### src/rtl/ovc_pkg.sv
package ovc_pkg;

    typedef enum logic {
        ST_WATCH   = 1'b0,
        ST_TRIPPED = 1'b1
    } ovc_state_e;

endpackage

### src/rtl/ovc_tick_timer.sv
module ovc_tick_timer #(
    parameter int unsigned LIMIT = 4
) (
    input  logic clk,
    input  logic rst_n,
    input  logic run_i,
    input  logic tick_i,
    output logic done_o
);

    localparam int unsigned CW = (LIMIT < 2) ? 1 : $clog2(LIMIT);
    localparam logic [CW-1:0] LAST = CW'(LIMIT - 1);

    logic [CW-1:0] cnt_d, cnt_q;

    always_comb begin
        done_o = run_i && tick_i && (cnt_q == LAST);
        cnt_d  = cnt_q;
        if (!run_i || done_o) begin
            cnt_d = '0;
        end else if (tick_i) begin
            cnt_d = cnt_q + 1'b1;
        end
    end

    always_ff @(posedge clk or negedge rst_n) begin
        if (!rst_n) cnt_q <= '0;
        else        cnt_q <= cnt_d;
    end

    // count never passes the programmed limit
    assert_cnt_in_range_R2: assert property (@(posedge clk) disable iff (!rst_n)
        cnt_q <= LAST);

    // an interrupted run restarts from zero
    assert_restart_from_zero_R5: assert property (@(posedge clk) disable iff (!rst_n)
        !run_i |=> (cnt_q == '0));

endmodule

### src/rtl/ovc_bleed_bank.sv
module ovc_bleed_bank #(
    parameter int unsigned NCELL = 4
) (
    input  logic             clk,
    input  logic             rst_n,
    input  logic             load_i,
    input  logic [NCELL-1:0] load_mask_i,
    input  logic             drop_all_i,
    input  logic [NCELL-1:0] below_rel_i,
    output logic [NCELL-1:0] bleed_o
);

    logic [NCELL-1:0] bleed_d, bleed_q;

    for (genvar g = 0; g < NCELL; g++) begin : g_cell
        always_comb begin
            bleed_d[g] = bleed_q[g] & ~below_rel_i[g];
            if (drop_all_i) begin
                bleed_d[g] = 1'b0;
            end else if (load_i) begin
                bleed_d[g] = load_mask_i[g];
            end
        end

        always_ff @(posedge clk or negedge rst_n) begin
            if (!rst_n) bleed_q[g] <= 1'b0;
            else        bleed_q[g] <= bleed_d[g];
        end

        // a switch turns on only at trip entry
        assert_bleed_no_rise_R6: assert property (@(posedge clk) disable iff (!rst_n)
            !load_i |=> !$rose(bleed_q[g]));

        // a switch whose cell reached release opens
        assert_bleed_drops_R6: assert property (@(posedge clk) disable iff (!rst_n)
            (!load_i && below_rel_i[g]) |=> !bleed_q[g]);
    end

    assign bleed_o = bleed_q;

endmodule

### src/rtl/ovc_guard.sv
module ovc_guard
    import ovc_pkg::*;
#(
    parameter int unsigned NCELL      = 4,
    parameter int unsigned QUAL_TICKS = 23,
    parameter int unsigned REL_TICKS  = 20
) (
    input  logic             clk,
    input  logic             rst_n,
    input  logic             tick,
    input  logic [NCELL-1:0] above_trip,
    input  logic [NCELL-1:0] below_rel,
    input  logic [NCELL-1:0] short_cell,
    input  logic             full_mode,
    input  logic             supply_low,
    input  logic             dischg_seen,
    input  logic             remote_off,
    output logic             chg_inhibit,
    output logic             dsg_inhibit,
    output logic [NCELL-1:0] bleed_en
);

    localparam logic [NCELL-1:0] ALL_CELLS   = '1;
    localparam logic [NCELL-1:0] LOWER_CELLS = {1'b0, {(NCELL-1){1'b1}}};

    typedef struct packed {
        ovc_state_e       st;
        logic [NCELL-1:0] mask;
        logic             chg;
        logic             dsg;
    } guard_t;

    guard_t g_d, g_q;

    logic any_above, all_rel, qual_run, rel_run, qual_done, rel_done;
    logic fast_exit, short_force;
    logic [NCELL-1:0] short_en;

    always_comb begin
        any_above   = |above_trip;
        all_rel     = &(below_rel | ~g_q.mask);
        qual_run    = (g_q.st == ST_WATCH) && any_above;
        rel_run     = (g_q.st == ST_TRIPPED) && all_rel && !dischg_seen;
        fast_exit   = (g_q.st == ST_TRIPPED) && dischg_seen;
        short_en    = full_mode ? ALL_CELLS : LOWER_CELLS;
        short_force = (|(short_cell & short_en)) && !supply_low;
    end

    ovc_tick_timer #(.LIMIT(QUAL_TICKS)) u_qual (
        .clk    (clk),
        .rst_n  (rst_n),
        .run_i  (qual_run),
        .tick_i (tick),
        .done_o (qual_done)
    );

    ovc_tick_timer #(.LIMIT(REL_TICKS)) u_rel (
        .clk    (clk),
        .rst_n  (rst_n),
        .run_i  (rel_run),
        .tick_i (tick),
        .done_o (rel_done)
    );

    always_comb begin
        g_d = g_q;
        if (qual_done) begin
            g_d.st   = ST_TRIPPED;
            g_d.mask = above_trip;
        end else if (fast_exit || rel_done) begin
            g_d.st   = ST_WATCH;
            g_d.mask = '0;
        end
        g_d.chg = (g_d.st == ST_TRIPPED) || short_force || remote_off;
        g_d.dsg = remote_off;
    end

    always_ff @(posedge clk or negedge rst_n) begin
        if (!rst_n) begin
            g_q.st   <= ST_WATCH;
            g_q.mask <= '0;
            g_q.chg  <= 1'b0;
            g_q.dsg  <= 1'b0;
        end else begin
            g_q <= g_d;
        end
    end

    ovc_bleed_bank #(.NCELL(NCELL)) u_bleed (
        .clk         (clk),
        .rst_n       (rst_n),
        .load_i      (qual_done),
        .load_mask_i (above_trip),
        .drop_all_i  (fast_exit),
        .below_rel_i (below_rel),
        .bleed_o     (bleed_en)
    );

    assign chg_inhibit = g_q.chg;
    assign dsg_inhibit = g_q.dsg;

    // the tripped state is entered only while some cell is above trip
    assert_entry_needs_trip_R3: assert property (@(posedge clk) disable iff (!rst_n)
        $rose(g_q.st) |-> $past(any_above));

    // discharge while tripped releases at once
    assert_fast_release_R7: assert property (@(posedge clk) disable iff (!rst_n)
        ((g_q.st == ST_TRIPPED) && dischg_seen) |=> ((g_q.st == ST_WATCH) && (bleed_en == '0)));

    // an enabled short flag inhibits charge
    assert_short_inhibits_R9: assert property (@(posedge clk) disable iff (!rst_n)
        ((|(short_cell & short_en)) && !supply_low) |=> chg_inhibit);

    // remote-off forces both inhibits
    assert_remote_forces_R11: assert property (@(posedge clk) disable iff (!rst_n)
        remote_off |=> (chg_inhibit && dsg_inhibit));

    // tripped state always shows on the charge output
    assert_tripped_inhibits_R2: assert property (@(posedge clk) disable iff (!rst_n)
        (g_q.st == ST_TRIPPED) |-> chg_inhibit);

endmodule

### config.mk
export PLATFORM = sky130hd
export DESIGN_NAME = ovc_guard
export DESIGN_NICKNAME = d
export VERILOG_FILES = /design/src/rtl/ovc_pkg.sv /design/src/rtl/ovc_tick_timer.sv /design/src/rtl/ovc_bleed_bank.sv /design/src/rtl/ovc_guard.sv
export SDC_FILE = /design/constraint.sdc
export NUM_CORES = 1
export LEC_CHECK = 0
export CORE_ASPECT_RATIO = 1.4
export CORE_MARGIN = 2
export CORE_UTILIZATION = 23
export CTS_BUF_LIST = sky130_fd_sc_hd__clkbuf_16
export CTS_CLUSTER_SIZE = 25
export DETAILED_ROUTE_END_ITERATION = 8
export DONT_BUFFER_PORTS = 1
export SLEW_MARGIN = 40
export SYNTH_ARGS = -nofsm -noshare
export SYNTH_HDL_FRONTEND = slang
export SYNTH_SLANG_ARGS = --single-unit
### constraint.sdc
create_clock -name clk -period 4.35 [get_ports clk]
set_input_delay 1.305 -clock clk [delete_from_list [all_inputs] [get_ports clk]]
set_output_delay 1.305 -clock clk [all_outputs]
set_load 0.05 [all_outputs]
After elaboration in Yosys (flattened, before gate mapping)
Cells that the tools add are included.

$add $sub $neg: 2. Eq/ne operators: 2. Bitwise operators: 12. Mux-type cells: 15. Reductions and logical operators: 24.

Operator list (count): 5-bit 2-to-1 mux (6); 5-bit by 1-bit adder with 5-bit output (second input constant) (2); 5-bit == test (second input constant) (2); 1-bit logical AND (9); 1-bit 2-to-1 mux (8); 4-bit OR reduction (2); 2-bit nonzero test (3); 1-bit logical OR (5); 1-bit inverter (5); 1-bit bitwise AND (4); 4-bit bitwise AND (1); 1-bit zero test (4); 4-bit 2-to-1 mux (1); 4-bit inverter (1); 4-bit OR (1); 4-bit AND reduction (1).

Word-level logic and storage cells: 65. Output and inout port bits: 6. Input port bits: 19. Bits in registers: 21.

Longest topological paths before layout
Gate-level depths: netlist of run 1.

Depth in word-level cells: 12. Gate-level depth with buffers: 5. Gate-level depth less buffers: 5.

Modules after synthesis
A second synthesis of run 1 with hierarchy kept.

Cell total of the unflattened synthesis: 103. Area, all modules: 1053.5 um^2.

Modules (own cells, without submodules): ovc_guard (times used 1, area each 322.8 um^2, cells each 35, sequential area each 175.2 um^2); ovc_tick_timer (u_qual) (times used 1, area each 285.3 um^2, cells each 27, sequential area each 125.1 um^2); ovc_tick_timer (u_rel) (times used 1, area each 274.0 um^2, cells each 26, sequential area each 125.1 um^2); ovc_bleed_bank (times used 1, area each 171.4 um^2, cells each 15, sequential area each 100.1 um^2).

Worst setup path after synthesis of run 1
OpenSTA, ideal clock, no wires.

Path type: input to register. Start: in tick. End: reg g_q (netlist bit chg_inhibit). Required time: 4.214 ns. Setup time: 0.136 ns. Path buffers: 0. Slack: 1.928 ns. Arrival time: 2.286 ns. Cell stages on the path: 4. Path through: nand2_1 -> or4b_4 -> nor4_4 -> o211ai_1.

RTL lines: start: declaration (line ovc_guard.sv:10) `input logic tick,`; end signal: assignment (line ovc_guard.sv:85) `g_q <= g_d;`; end: declaration (line ovc_guard.sv:33) `guard_t g_d, g_q;`.

==> results of run 1 <==
[state kept, by name (all words and copies together), names as in the netlist]
| name | cells |
|---|---|
| u_qual.cnt_q | 5 |
| g_q | 5 |
| dsg_inhibit | 1 |
| chg_inhibit | 1 |
| u_bleed.bleed_o | 4 |
| u_rel.cnt_q | 5 |
[per-stage QoR]
step	util	hold WS (ns)	setup WS (ns)	cell area, um^2	cells
final	0.268	0.532	2.06	1190	165
after global routing	0.268	0.552	1.98	1190	165
after CTS	0.268	0.538	2.06	1190	165
after detailed placement	0.250	0.527	1.81	1120	161
after global placement	0.250	0.517	1.84	1120	161
after floorplan	-	0.497	1.93	1050	101
[path summary, 6_finish.rpt]
check / startpoint / end / slack (ns)
max: tick / chg_inhibit / 2.06
min: g_q[3] / g_q[3] / 0.53
max reg2reg: u_rel.cnt_q[0] / chg_inhibit / 2.52
min reg2reg: g_q[3] / g_q[3] / 0.53
max in group asynchronous: rst_n / chg_inhibit / 3.53
min in group asynchronous: rst_n / u_qual.cnt_q[4] / 0.75
[power by group]
group | switching [uW] | total [uW] | internal (uW)
Sequential | 39.8 | 273 | 233
Clock | 62.9 | 185 | 122
Combinational | 45.8 | 93.5 | 47.7
[synth_stat cells]
cell | number | area, um^2
o211ai_1 | 1 | 7.51
o41ai_2 | 1 | 16.3
nand3_1 | 5 | 25.0
xor2_1 | 6 | 52.6
and2_1 | 1 | 6.26
a2111oi_0 | 1 | 8.76
o41ai_1 | 4 | 35.0
or2_2 | 1 | 6.26
and4_1 | 1 | 8.76
xnor2_1 | 2 | 17.5
nor4_1 | 1 | 6.26
o21ai_1 | 1 | 5.00
inv_1 | 6 | 22.5
ha_1 | 3 | 37.5
a211oi_1 | 1 | 7.51
buf_1 | 2 | 7.51
a21oi_1 | 4 | 20.0
dfrtp_1 | 21 | 526
nor2b_1 | 8 | 50.1
nand2_1 | 2 | 7.51
mux2i_1 | 1 | 10.0
o21ai_0 | 4 | 20.0
or3b_2 | 1 | 8.76
nor4_4 | 1 | 21.3
or4b_4 | 1 | 13.8
nand4_1 | 5 | 31.3
nor2_1 | 13 | 48.8
nand2b_1 | 3 | 18.8
[cell families (layout without fill, tap and decap cells)]
kind of cell | Yosys count | in the layout
simple gates | 43 | 43
flops | 21 | 21
compound gates | 17 | 17
xor+xnor | 8 | 8
buf+inv | 8 | 10
fa+ha+maj | 3 | 3
mux | 1 | 1
[final cells by class]
type / instances / share of cell area
flip-flops and latches: 21 / 0.440
multi-input cells: 72 / 0.410
well taps: 62 / 0.0649
clock buffers: 3 / 0.0628
inverters: 6 / 0.0188
clock inverters: 1 / 0.00314
[worst min-delay path, delay by kind of cell (launching register included)]
kind            cells  cell delay (ns)
buf+inv             1             0.05
compound gates      1             0.06
flops               1             0.37
[layer usage]
| metal | track usage | vias to the layer above |
|---|---|---|
| met5 | 0 | - |
| met4 | 0.0415 | 0 |
| met3 | 0.0186 | 4 |
| met2 | 0.165 | 27 |
| met1 | 0.0926 | 370 |
| li1 | - | 356 |
==> flow_metrics.py, run 1 <==
metrics = {
    "status": {
        "status": "complete, no violations",
    },
    "setup_path": {
        "path_cells": "nand2_1, or4b_4, nor4_4, o211ai_1",
        "start_kind": "input pin",
        "worst-path-buf-inv": 0,
        "cp_top_family": "simple AND/OR/NAND/NOR gates",
        "cp_max_fo": 13,
        "critPathArrivalTime_ns": 2.40,
        "slowest_stage": "or4b_4",
        "rr_worst_depth": 5,
        "crit_required_ns": 4.47,
        "critical_path_cell_count": 4,
        "path_class": "input pin to register",
        "slowest_delay_ns": 0.51,
        "worst_setup_path_end_kind": "register",
    },
    "synthesis": {
        "ys_ff_latch": 21,
        "avgSynthCellArea_um2": 10.4,
        "yosys_warnings": 0,
        "synthMuxAreaShare": 0.00957,
        "yosysSeqAreaShare": 0.502,
        "synth_adder_area_share": 0.0359,
        "syn_nets": 123,
        "synth_area_mm2": 0.00105,
        "synth-compound-area-share": 0.115,
        "yosysUniqueCellTypes": 28,
        "syn_inst": 101,
        "synth_top_family_by_area": "simple AND/OR/NAND/NOR gates",
        "synth_xor_area_frac": 0.0670,
        "synthSimpleGateAreaFrac": 0.242,
    },
    "clocking": {
        "cts-resized-gates": 0,
        "clk_latency_ns": 0.25,
        "clk_path_buf_depth": 2,
        "cts_hold_buf": 0,
        "cts.reportedPaths.clkPinSlew_ns": 0.05,
        "cts_root_buffer": "clkbuf_16",
        "htreeDepth": 1,
        "cts.sinks": 21,
        "cts_tree": "done",
        "cts_setup_buffers": 0,
        "cts_made_buffers": 3,
    },
    "grt": {
        "grt_first_pass_wirelength_um": 3500,
        "grt_use_total": 0.0904,
        "grt_max_degree": 22,
        "grt_antenna_before_repair": 0,
        "grt_overflow": 0,
        "grt_pass1_vias": 805,
    },
    "sta": {
        "worst_pin_slew_ns": 0.543,
        "fin_crit_ns": 2.29,
        "rsz0062_at_grt": "no",
        "skew_ns": 0.00162,
        "max_slew_margin": 0.634,
        "fin_crit_sh": 0.526,
        "slew_viol_final": 0,
        "tns_ns": 0,
        "clock.fmax_mhz": 437,
        "final-setup-viol-count": 0,
        "finalHoldViolations": 0,
    },
    "die": {
        "die_width_um": 61.0,
        "die_y_um": 83.8,
        "coreArea_mm2": 0.00446,
        "start_util": 0.234,
        "rows": 29,
        "ios": 25,
        "fp.dieArea_mm2": 0.00511,
    },
    "route": {
        "drc": 0,
        "viasPerCell": 4.59,
        "met1_length_um": 797,
        "wirelength_um": 2080,
        "ant_nets": 0,
        "routed.top_layer": "met4",
        "met2WireLength_um": 1090,
        "wl_met3_um": 162,
        "dr_total_vias": 757,
        "wl_per_cell_um": 12.6,
        "drtIter0Drc": 34,
        "first_pass_iters": 4,
    },
    "cells_and_area": {
        "syn_to_final_growth_pct": 14.2,
        "final_common_cell": "dfrtp_1",
        "fillers": 472,
        "antennaDiodeCount": 0,
        "regArea_um2": 526,
        "nNetsFinal": 126,
        "mostFrequentLayoutCells": "dfrtp_1, nor2_1, nor2b_1",
        "multiInputGateArea_um2": 490,
        "layout-drive-gt1-share": 0.0777,
    },
    "job": {
        "cap_violations": 0,
    },
    "placed_design": {
        "gp_congestion": 0.803,
        "portBuffers": 0,
        "dp_hpwl_um": 1620,
    },
    "min_path": {
        "hp-class": "register to register",
        "min_path_cells": 2,
    },
    "pwr": {
        "irDropWorstVdd_mv": 0.127,
        "power_uw": 552,
        "p_leak_uw": 0.000505,
        "p_per_area_mw_per_mm2": 462,
    },
}
(Power assumes the default switching activity.)
==> inputs of run 2 (changes only) <==
- clock period: 4.35 -> 1.85 ns (I/O delays scaled with it)
==> run 2 against run 1 <==
Critical endpoint unchanged. Setup slack worse by 1.9 ns. Clock power up 140%. Cell count up 1.8%. Largest cell class unchanged. Critical path type is now register to register. Total power up 140%. First-iteration DRC count rose to 2.6 times the previous value. Sequential share of layout area down 0.72 points. Clock skew up 0.00096 ns. Non-clock buffer count up 3.
==> flow_metrics.py, run 2 (synthesis results as in run 1) <==
metrics = {
    "placed_design": {
        "gp_congestion": 0.821,
        "placed_area_mm2": 0.00112,
        "portBuffers": 0,
        "dp_hpwl_um": 1640,
    },
    "route": {
        "ant_nets": 0,
        "wl_per_cell_um": 12.1,
        "wl_met3_um": 112,
        "dr_total_vias": 762,
        "first_pass_iters": 4,
        "routed.top_layer": "met4",
        "drtIter0Drc": 88,
        "met1_length_um": 840,
        "drc": 0,
        "met2WireLength_um": 1060,
        "viasPerCell": 4.54,
        "wirelength_um": 2040,
    },
    "setup_path": {
        "path_class": "register to register",
        "critPathArrivalTime_ns": 1.81,
        "cp_max_fo": 6,
        "start_kind": "register",
        "crit_required_ns": 1.97,
        "worst_setup_path_end_kind": "register",
        "r2r_slack_ns": 0.16,
        "worst-path-buf-inv": 1,
        "slowest_delay_ns": 0.51,
        "path_cells": "ha_1, nand2_1, or4b_4, nor4_4, buf_4, o211ai_1",
        "cp_top_family": "simple AND/OR/NAND/NOR gates",
        "slowest_stage": "or4b_4",
    },
    "clocking": {
        "clk_latency_ns": 0.25,
        "cts_made_buffers": 3,
        "clk_path_buf_depth": 2,
        "cts.sinks": 21,
        "cts_root_buffer": "clkbuf_16",
        "cts_tree": "done",
        "htreeDepth": 1,
        "cts.reportedPaths.clkPinSlew_ns": 0.05,
        "cts-resized-gates": 0,
    },
    "cells_and_area": {
        "nNetsFinal": 129,
        "layout-drive-gt1-share": 0.104,
        "syn_to_final_growth_pct": 16.1,
        "final_common_cell": "dfrtp_1",
        "mostFrequentLayoutCells": "dfrtp_1, nor2_1, nor2b_1",
        "finish.instance_area_mm2": 0.00121,
        "top_regs": "g_q (5), u_qual.cnt_q (5), u_rel.cnt_q (5)",
        "antennaDiodeCount": 0,
    },
    "pwr": {
        "irDropWorstVdd_mv": 0.281,
        "p_per_area_mw_per_mm2": 1080,
        "p_leak_uw": 0.000520,
    },
    "grt": {
        "grt_pass1_vias": 736,
        "grt_antenna_before_repair": 0,
        "grt_max_degree": 22,
        "grt_first_pass_wirelength_um": 3330,
        "grt_use_total": 0.0840,
        "grt_overflow": 0,
    },
    "sta": {
        "rsz0062_at_grt": "no",
        "tns_ns": 0,
        "final-setup-viol-count": 0,
        "fin_crit_sh": 0.916,
        "skew_ns": 0.00258,
        "max_slew_margin": 0.688,
        "fin_crit_ns": 1.69,
        "worst_pin_slew_ns": 0.469,
        "clock.fmax_mhz": 590,
        "finalHoldViolations": 0,
        "slew_viol_final": 0,
    },
    "status": {
        "status": "complete, no violations",
    },
    "die": {
        "fp.dieArea_mm2": 0.00511,
        "coreArea_mm2": 0.00446,
        "die_width_um": 61.0,
        "rows": 29,
        "ios": 25,
        "die_y_um": 83.8,
        "start_util": 0.234,
    },
    "min_path": {
        "hp-class": "input pin to async pin",
    },
    "job": {
        "cap_violations": 0,
    },
}
[run 2: changes by cell type in the layout (fill, tap and decap cells not counted)]
cell / before / now
buf_4: 0 / 2
buf_2: 0 / 1
[run 2: worst register-to-register path, stage by stage, from the launching register on]
cell      delay, ns
dfrtp_1        0.39
ha_1           0.18
nand2_1        0.09
or4b_4         0.51
nor4_4         0.13
buf_4          0.18
o211ai_1       0.09
[run 2: cell type report]
type / count / area, um^2
well taps: 62 / 77.6
flip-flops and latches: 21 / 526
multi-input cells: 72 / 490
fillers: 474 / 3250
inverters: 6 / 22.5
clock inverters: 1 / 3.75
repair buffers: 3 / 20.0
clock buffers: 3 / 75.1
[run 2: timing repair]
item	CTS	global route
endpoints found under the setup margin	0	6
endpoints found under the hold margin	21	0
hold buffers	1	0
buffers inserted	0	1
[run 2: routing by layer]
metal	track usage	vias to the layer above
met2	0.145	31
met3	0.0171	4
met4	0.0296	0
li1	-	365
met5	0	-
met1	0.0991	362
[run 2: where the power goes]
part / switching [uW] / internal [uW] / leakage (uW)
logic: 118 / 115 / 0.000214
clock network: 150 / 287 / 0.0000423
registers: 91.9 / 549 / 0.000264
total: 360 / 952 / 0.000520
[run 2: per-stage QoR]
step                      hold slack (ns)   util  std cells  total power [uW]  worst slack (ns)
after floorplan                     0.259      -        101               823             0.178
after global placement              0.260  0.252        162               858             0.106
after detailed placement            0.260  0.252        162               875            0.0359
after CTS                           0.330  0.272        167              1330            0.0271
after global routing                0.285  0.272        168              1410            0.0555
final                               0.250  0.272        168              1310             0.156
[run 2: worst paths after layout]
kind                                startpoint            endpoint  depth (start not counted)
worst min register to register          g_q[5]              g_q[5]                          2
min in group clk                    remote_off         dsg_inhibit                          0
worst max register to register  u_rel.cnt_q[0]         chg_inhibit                          6
worst min-delay path                     rst_n  u_bleed.bleed_o[3]                          1
max in group asynchronous                rst_n      u_rel.cnt_q[2]                          1
worst max-delay path            u_rel.cnt_q[0]         chg_inhibit                          6
==> inputs of run 3 (changes only) <==
- GPL_TIMING_DRIVEN: not set -> 0
- SYNTH_HIERARCHICAL: not set -> 1
==> run 3 against run 2 <==
Total power increased by 7.2%. Die area increased by 0.68%. Cell area increased by 4.5%. Critical path depth unchanged. Combinational power increased by 12%. Flip-flop and latch count unchanged. Clock-buffer cell count unchanged. Worst hold slack improved by 0.0066 ns. Synthesized cell count increased by 2.0%. Cell count increased by 1.8%. Global-route usage increased by 0.85 points. Critical endpoint unchanged. Largest cell class unchanged. Largest power group unchanged. Highest routed layer unchanged.
==> flow_metrics.py, run 3 <==
metrics = {
    "pwr": {
        "p_int_uw": 971,
        "pwr-share-comb": 0.187,
        "irDropWorstVdd_mv": 0.302,
        "p_per_area_mw_per_mm2": 1110,
        "p_sw_frac": 0.310,
        "switching_power_uw": 436,
        "power_frac_clock": 0.326,
        "p_leak_uw": 0.000534,
        "seqPwrFrac": 0.487,
    },
    "die": {
        "die_width_um": 61.2,
        "rows": 29,
        "ios": 25,
        "start_util": 0.236,
        "coreArea_mm2": 0.00446,
        "fp.dieArea_mm2": 0.00515,
        "die_y_um": 84.1,
    },
    "min_path": {
        "hp-class": "input pin to async pin",
    },
    "placed_design": {
        "gp_congestion": 0.723,
        "dp_hpwl_um": 1600,
        "portBuffers": 0,
        "place_inst": 165,
        "placed_area_mm2": 0.00116,
        "dp_slack_ns": -0.263,
    },
    "synthesis": {
        "synth_common_cells": "dfrtp_1, nand2_1, nor2_1",
        "synth_area_mm2": 0.00105,
        "yosysTopAreaCell": "dfrtp_1",
        "avgSynthCellArea_um2": 10.2,
        "yosysUniqueCellTypes": 34,
        "yosys_warnings": 6,
        "synthArstFlopShare": 1.00,
        "synth_edf_count": 0,
        "syn_inst": 103,
        "syn_nets": 125,
        "yosysSeqAreaShare": 0.499,
        "yosysTopAreaCellShare": 0.499,
        "synth_most_common_cell": "dfrtp_1",
        "synthFlopType": "dfrtp_1",
        "ys_ff_latch": 21,
        "synth_area_leaders": "dfrtp_1, nand2_1, nor2_1, xor2_1, ha_1",
    },
    "cells_and_area": {
        "finish.instance_area_mm2": 0.00127,
        "antennaDiodeCount": 0,
        "nNetsFinal": 132,
        "fillers": 476,
        "syn_to_final_growth_pct": 20.5,
        "mostFrequentLayoutCells": "dfrtp_1, nor2_1, nand2_1",
        "final_common_cell": "dfrtp_1",
        "layout-drive-gt1-share": 0.165,
        "stdcell_count": 171,
        "top_regs": "g_q (5), u_qual/cnt_q (5), u_rel/cnt_q (5)",
    },
    "grt": {
        "grt_first_pass_wirelength_um": 3570,
        "grt_antenna_before_repair": 0,
        "grt_pass1_vias": 866,
        "grt_overflow": 0,
        "grt_max_degree": 22,
        "grt_use_total": 0.0925,
    },
    "route": {
        "wl_met3_um": 141,
        "drtIter0Drc": 50,
        "ant_nets": 0,
        "wirelength_um": 2120,
        "met2WireLength_um": 1120,
        "dr_total_vias": 765,
        "wl_per_cell_um": 12.4,
        "drc": 0,
        "first_pass_iters": 4,
        "routed.top_layer": "met4",
        "met1_length_um": 818,
        "viasPerCell": 4.47,
    },
    "setup_path": {
        "start_kind": "register",
        "cp_max_fo": 4,
        "rr_worst_depth": 6,
        "crit_required_ns": 1.99,
        "r2r-end": "chg_inhibit",
        "path_class": "register to register",
        "cp-startpoint": "g_q[6]",
        "critPathArrivalTime_ns": 1.91,
        "r2r_slack_ns": 0.07,
        "worst_setup_path_end_kind": "register",
        "rr_startpoint": "g_q[6]",
    },
    "clocking": {
        "cts_made_buffers": 3,
        "cts_root_buffer": "clkbuf_16",
        "clk_path_buf_depth": 2,
        "cts.reportedPaths.clkPinSlew_ns": 0.06,
        "clk_latency_ns": 0.25,
        "cts_tree": "done",
        "htreeDepth": 1,
        "cts.sinks": 21,
    },
    "sta": {
        "slew_viol_final": 0,
        "finalHoldViolations": 0,
        "worst_pin_slew_ns": 0.493,
        "fin_crit_ns": 1.78,
        "clock.fmax_mhz": 563,
        "worst_slack_ns": 0.0727,
        "rsz0062_at_grt": "yes",
        "tns_ns": 0,
        "fin_crit_sh": 0.961,
        "skew_ns": 0.00346,
        "max_slew_margin": 0.671,
        "final-setup-viol-count": 0,
    },
    "status": {
        "status": "complete, no violations",
    },
    "job": {
        "cap_violations": 0,
    },
}
==> run 3: cell types whose count changed after synthesis, moves of 3 or more <==
cell / change
a32o_1: +3
o41ai_1: -4
nor2b_1: -6
inv_1: +3
nand3_1: -4
nand2_1: +10
==> run 3: cells by family (layout without fill, tap and decap cells) <==
| logic type | count (synthesis) | count (layout) | share of synthesized area |
|---|---|---|---|
| AOI/OAI and AO/OA | 19 | 19 | 0.158 |
| xor gates and xnor gates | 7 | 7 | 0.0582 |
| adders and majority gates | 3 | 3 | 0.0356 |
| buffers and inverters | 12 | 18 | 0.0487 |
| DFF | 21 | 21 | 0.499 |
| muxes | 1 | 1 | 0.00950 |
| and+or+nand+nor | 40 | 40 | 0.191 |
==> run 3: worst max-delay path by stage <==
stage / end / cells after the start
after floorplan: chg_inhibit / 6
after global placement: chg_inhibit / 7
after detailed placement: chg_inhibit / 7
after CTS: chg_inhibit / 6
after global routing: chg_inhibit / 6
final: chg_inhibit / 6
==> run 3: power by group through the flow <==
stage                     Clock, uW  Combinational (uW)  Sequential [uW]
final                           458                 263              685
after global routing            496                 313              703
after CTS                       470                 254              685
after detailed placement          0                 237              692
after global placement            0                 223              683
after floorplan                   0                 202              670
==> run 3: critical path: stages (launching register included) <==
cell and delay, ns:
dfrtp_1 0.39, nand2b_1 0.12, a2111oi_4 0.35, nand3_1 0.13
nor4_2 0.19, o21bai_1 0.13, or3_1 0.34
==> run 3: per-layer routing <==
layer  vias to the layer above  global-route usage
li1                        367                   -
met1                       374              0.0915
met3                         4              0.0279
met2                        20               0.163
met5                         -                   0
met4                         0              0.0474
==> run 3: through the flow <==
step / util / power, uW / hold WS [ns]
after floorplan: - / 872 / 0.259
after global placement: 0.259 / 906 / 0.260
after detailed placement: 0.259 / 929 / 0.260
after CTS: 0.282 / 1410 / 0.321
after global routing: 0.285 / 1510 / 0.287
final: 0.285 / 1410 / 0.257
==> run 3: timing repair <==
| item | in CTS | in global routing |
|---|---|---|
| buffers inserted | 1 | 0 |
| pin swaps | 1 | 0 |
| endpoints found under the setup margin | 9 | 7 |
| hold buffers | 1 | 0 |
| gates resized for setup | 1 | 2 |
| hold endpoints to repair | 21 | 0 |
==> run 3: layout make-up <==
type,instances,area (um^2),share of cell area
multi-input cells,70,523,0.412
repair buffers,2,12.5,0.00985
well taps,62,77.6,0.0611
inverters,9,33.8,0.0266
flip-flops and latches,21,526,0.414
plain buffers,3,17.5,0.0138
clock buffers,3,75.1,0.0591
clock inverters,1,5.00,0.00394
